[config.mk]
export PLATFORM = sky130hd
export DESIGN_NAME = pipelined_bw_sram
export DESIGN_NICKNAME = d
export VERILOG_FILES = /design/src/rtl/pipelined_bw_sram.sv
export SDC_FILE = /design/constraint.sdc
export NUM_CORES = 2
export LEC_CHECK = 0
export BUFFER_PORTS_ARGS = -buffer_cell sky130_fd_sc_hd__buf_2
export CORE_MARGIN = 5
export CORE_UTILIZATION = 35
export DETAILED_ROUTE_END_ITERATION = 12
export PLACE_DENSITY = 0.6
export SLEW_MARGIN = 20
export SYNTH_ARGS = -nofsm -noshare
export SYNTH_HDL_FRONTEND = slang
export SYNTH_MEMORY_MAX_BITS = 65536
export SYNTH_SLANG_ARGS = --single-unit
[constraint.sdc]
create_clock -name clk -period 3.97 [get_ports clk]
set_input_delay 0.1985 -clock clk [delete_from_list [all_inputs] [get_ports clk]]
set_output_delay 0.1985 -clock clk [all_outputs]
set_load 0.005 [all_outputs]
[src/rtl/pipelined_bw_sram.sv]
module pipelined_bw_sram #(
  parameter int ADDR_W = 8,
  parameter int LANE_W = 9,
  parameter int LANES  = 2
) (
  input  logic                      clk,
  input  logic                      rst_n,
  input  logic                      sel,
  input  logic [ADDR_W-1:0]         addr,
  input  logic                      gw_n,
  input  logic                      bwe_n,
  input  logic [LANES-1:0]          bw_n,
  input  logic [LANE_W*LANES-1:0]   din,
  input  logic                      oe_n,
  input  logic                      zz,
  output logic [LANE_W*LANES-1:0]   dq_out,
  output logic                      dq_drive
);
  localparam int DATA_W = LANE_W * LANES;
  localparam int DEPTH  = 1 << ADDR_W;

  logic [DATA_W-1:0] mem [DEPTH];
  logic [ADDR_W-1:0] addr_r;
  logic [DATA_W-1:0] din_r, rd_q;
  logic [LANES-1:0]  lane_r, lane_req;
  logic              cap_rd, cap_wr, out_rd, out_hold, accept;

  assign lane_req = !gw_n ? {LANES{1'b1}} : (!bwe_n ? ~bw_n : {LANES{1'b0}});
  assign accept   = sel & ~zz;

  always_ff @(posedge clk or negedge rst_n) begin
    if (!rst_n) begin
      cap_rd   <= 1'b0;
      cap_wr   <= 1'b0;
      out_rd   <= 1'b0;
      out_hold <= 1'b0;
    end else begin
      cap_rd   <= accept & ~(|lane_req);
      cap_wr   <= accept & (|lane_req);
      out_rd   <= cap_rd;
      out_hold <= out_rd & ~cap_rd & ~cap_wr;
    end
  end

  always_ff @(posedge clk) begin
    if (accept) begin
      addr_r <= addr;
      din_r  <= din;
      lane_r <= lane_req;
    end
  end

  always_ff @(posedge clk) begin
    if (cap_wr)
      for (int l = 0; l < LANES; l++)
        if (lane_r[l])
          mem[addr_r][l*LANE_W +: LANE_W] <= din_r[l*LANE_W +: LANE_W];
    if (cap_rd)
      rd_q <= mem[addr_r];
  end

  assign dq_drive = (out_rd | out_hold) & ~oe_n & ~zz;
  assign dq_out   = dq_drive ? rd_q : {DATA_W{1'b0}};

  logic req_rd, req_idle;
  assign req_rd   = sel && !zz && gw_n && (bwe_n || (&bw_n));
  assign req_idle = !sel || zz;

  assert_idle_after_reset_R9: assert property (@(posedge clk)
    !rst_n |=> !dq_drive);

  assert_read_window_R4: assert property (@(posedge clk) disable iff (!rst_n)
    req_rd |=> ##1 (dq_drive || oe_n || zz));

  assert_deselect_hold_R5: assert property (@(posedge clk) disable iff (!rst_n)
    req_rd ##1 req_idle |=> ##1 (dq_drive || oe_n || zz));

  assert_hold_ends_R5: assert property (@(posedge clk) disable iff (!rst_n)
    req_rd ##1 req_idle ##1 req_idle |=> ##1 !dq_drive);

  assert_write_quiet_R6: assert property (@(posedge clk) disable iff (!rst_n)
    (sel && !zz && !req_rd) |=> ##1 !dq_drive);
endmodule

==> summary.txt <==
Worst setup path
  – Data arrival, critical path: between 4000 and 5000 ps
  – Worst EP required: 4620 ps
  – CP max-delay cell: o41ai_1
  – Critical Path Start Type: flop
  – CP Launch Point: addr_r[0]
  – Worst Setup EP: rd_q[7]
  – Reg2reg end: rd_q[7]
  – Worst Setup End Kind: flop
  – Crit Path Max Fanout: 41
  – Worst reg-to-reg setup slack: between 30 and 40 ps
  – Crit Path Class: flop to flop
  – Crit-path max cell delay: 920 ps
  – Reg2Reg Depth: 9
  – Crit-path cells: buf_12 -> buf_4 -> buf_12 -> mux4_2 -> a22oi_1 -> a21oi_1 -> o41ai_1 -> buf_4 -> nand4_1
  – Reg2Reg Launch Point: addr_r[0]

Timing
  – Worst-Margin Slew: 1150 ps
  – Max Freq: around 250 MHz
  – Final period utilization: 0.992
  – Max Slew Vio Count: 0
  – RSZ-0062 raised after global routing: false
  – Final Skew: 45.5 ps
  – Slew HR: 0.233
  – Final setup TNS: 0 ps
  – Crit path time final: 3940 ps
  – Final Hold Fails: 0
  – # setup viols final: 0

Placement
  – Dpl cells: between 15000 and 20000
  – Area after DPL: between 0.15 and 0.2 mm2
  – Port-buffer cells: 53
  – Final HPWL DP: roughly 280000 um
  – GPL Wtd Cong: approximately 0.84

Route
  – First DRT Iteration DRCs: ~10000
  – Drt drc: 0
  – Total number of vias: approximately 87000
  – Wire per inst: between 20 and 30 um
  – Vias/cell: 5.44
  – Drt pass-1 iters: 6
  – Wirelength, routed: approximately 460000 um
  – DRT antenna net count: 0

Job
  – MaxCap Viol Count: 0

Synthesis
  – Ys Warns: 0
  – Post-Syn Nets: between 7000 and 8000
  – Synth Area in Compound Gates: 0.0362
  – Syn_area_per_cell: roughly 22 um2
  – Synth Instances: 7895
  – Syn Std Cell Area: between 0.15 and 0.2 mm2
  – Top cell type's share of synthesized area: 0.790
  – Number of flops mapped to enable cells by yosys: approximately 4700
  – Post-Synth Simple-Gate Area: 0.0147
  – Synth Flop Type: edfxtp_1
  – Yosys reg bits: 4658
  – Largest family of logic cells by synthesized area: multiplexers
  – Synth cell types: 23
  – Multiplexer share of the synthesized area: 0.147
  – Adder-Cell Fraction of Synth Area: 0
  – Post-synthesis xor/xnor area fraction: 0
  – Sequential-to-total area share from yosys stat: 0.790
  – Post-synth ARST share: 0.000859
  – Leading area contributor after synthesis: edfxtp_1
  – Largest cells by area after synthesis: edfxtp_1 (79%), mux4_2 (15%), a22oi_1 (2.4%)

CTS
  – Clk_lat worst skew: around 940 ps
  – CTS tree: built
  – Num Clock Sinks: around 4700
  – Total CTS buffers: ~430
  – Clk slew on worst S/H paths: around 70 ps
  – CTS root buf: clkbuf_16
  – Clock Path Buffers: 4
  – H-tree depth: 5

Power and ir drop
  – Combinational share of power: 0.057
  – Leakage power: about 0.064 uW
  – Power Density: ~490 mW/mm2
  – Clk pwr share: 0.406
  – Psw: about 22000 uW
  – Switching part of the total power: 0.214
  – Sequential power share: 0.537
  – Cell internal pwr: around 80000 uW
  – Maximum ir drop on the vdd rail: ~0.00045 V

Global routing
  – Antenna violations before repair: 26
  – Vias in the first global route: roughly 90000
  – Total track usage: 0.172
  – GRT overflow: 0
  – Pin count of the biggest net entering global routing: ~220
  – First-pass GRT wire length: roughly 660000 um

Floorplanning
  – Total die area: between 0.5 and 0.6 mm2
  – Core ar.: between 0.5 and 0.6 mm2
  – Die Ht: 721 um
  – Die W: ~720 um
  – Row cnt: approximately 260
  – Starting Density: 0.351
  – Top Ports: 54

Final layout
  – Final Net Count: ~8900
  – Share of layout cells above drive strength 1: 0.309
  – Layout Area Growth over Synthesis: 17.0%
  – Finished Layout Cells: approximately 16000
  – Final instance area: approximately 0.21 mm2
  – Fin util: 0.410

Worst hold path
  – Hold Path Class: input port to flop
  – Worst Hold Launch: bw_n[0]

Status
  – Outcome: completed
power by group through the flow:
stage          clock (uW)  sequential (uW)  combinational (uW)
5_1_grt             44000            54400                6100
3_5_place_dp            0            55500                5790
3_3_place_gp            0            55500                5660
6_report            41200            54400                5790
2_1_floorplan           0            56100                2820
4_1_cts             41900            54400                5840
cell usage in the layout, fill, tap and decap left out, types with 4 or more instances in the layout:
cell type      count
clkbuf_16        437
mux4_2          1152
bufinv_16         48
clkinv_2          88
inv_6             10
a21oi_1          288
nor2b_4            4
buf_2             53
clkinvlp_4        27
nand4_1           26
o41ai_2           12
clkinv_4           9
nand3_1           16
edfxtp_1        4654
o41ai_1           59
buf_4            853
clkbuf_1          64
nand3_2           16
dlygate4sd3_1     58
nor2_1           517
nand2_1           12
buf_12           108
nand2_2           12
diode_2           17
clkinv_1          92
and2_1            21
a22oi_1          576
cells by family (layout without fill, tap and decap cells):
kind of cell           count (synthesis)  after routing
buffers and inverters                507           1863
other                                  0             17
and+or+nand+nor                      640            640
AOI/OAI and AO/OA                    938            938
muxes                               1152           1152
DFF                                 4658           4658
area by class of cell:
cell class,count,area (um2)
inverters,1,3.75
diodes,17,42.5
clock buffers,501,11200
multi-input cells,2730,35300
well taps,6706,8390
fillers,43536,298000
repair buffers,1079,9550
flip-flops and latches,4658,140000
clock inverters,282,2760
flip-flops by register name, summed over array words and instances (netlist names):
| signal | cells |
|---|---|
| mem | 4608 |
| din_r | 18 |
| rd_q | 18 |
| addr_r | 8 |
| lane_r | 2 |
| cap_rd | 1 |
| cap_wr | 1 |
| out_hold | 1 |
| out_rd | 1 |
Yosys cell counts, drive strengths merged (2+ instances only):
library cell and n:
dfrtp 4, nand2b 3, clkbuf 294, nor2b 8
a21oi 288, buf 212, a22oi 576, and2 22
nand2 25, o21ai 2, edfxtp 4654, o41ai 72
nor3 2, nand3 32, mux4 1152, nand4 26
nor2 520
how the worst min path moves through the flow:
stage	cells past startpoint	end	slack, ps
floorplan	0	cap_rd	-100
global route	5	cap_wr	120
detailed placement	1	out_hold	7
finish	5	cap_wr	140
CTS	5	cap_wr	70
global placement	1	out_hold	2
layer usage:
layer | vias to the layer above | part of all wire | GRT usage
met5 | - | 0.00021 | 0
met4 | 14 | 0.030 | 0.0502
met3 | 665 | 0.083 | 0.0358
met2 | 3777 | 0.49 | 0.280
met1 | 46707 | 0.40 | 0.234
li1 | 35672 | - | -
repair_timing:
action | 4_1_cts | 5_1_grt
endpoints found under the hold margin | 35 | 0
hold buffers | 58 | 0
setup endpoints to repair | 2 | 3
resized for setup | 2 | 3
buffers inserted | 0 | 0
metrics by stage:
stage	total power [uW]	hold WS (ps)	setup slack, ps
final	101000	144	33.6
after global routing	105000	118	2.71
after CTS	102000	69.1	0.465
after detailed placement	61300	6.51	-111
after global placement	61200	2.05	-200
after floorplan	58900	-97.1	-75.7
worst max-delay path: cells and delay by family, from the launching register on:
kind,cells,cell delay [ps]
compound gates,3,1370
simple gates,1,90
mux,1,600
buf+inv,4,1020
flops,1,440
No activity file was read; power rests on OpenSTA's default activity.
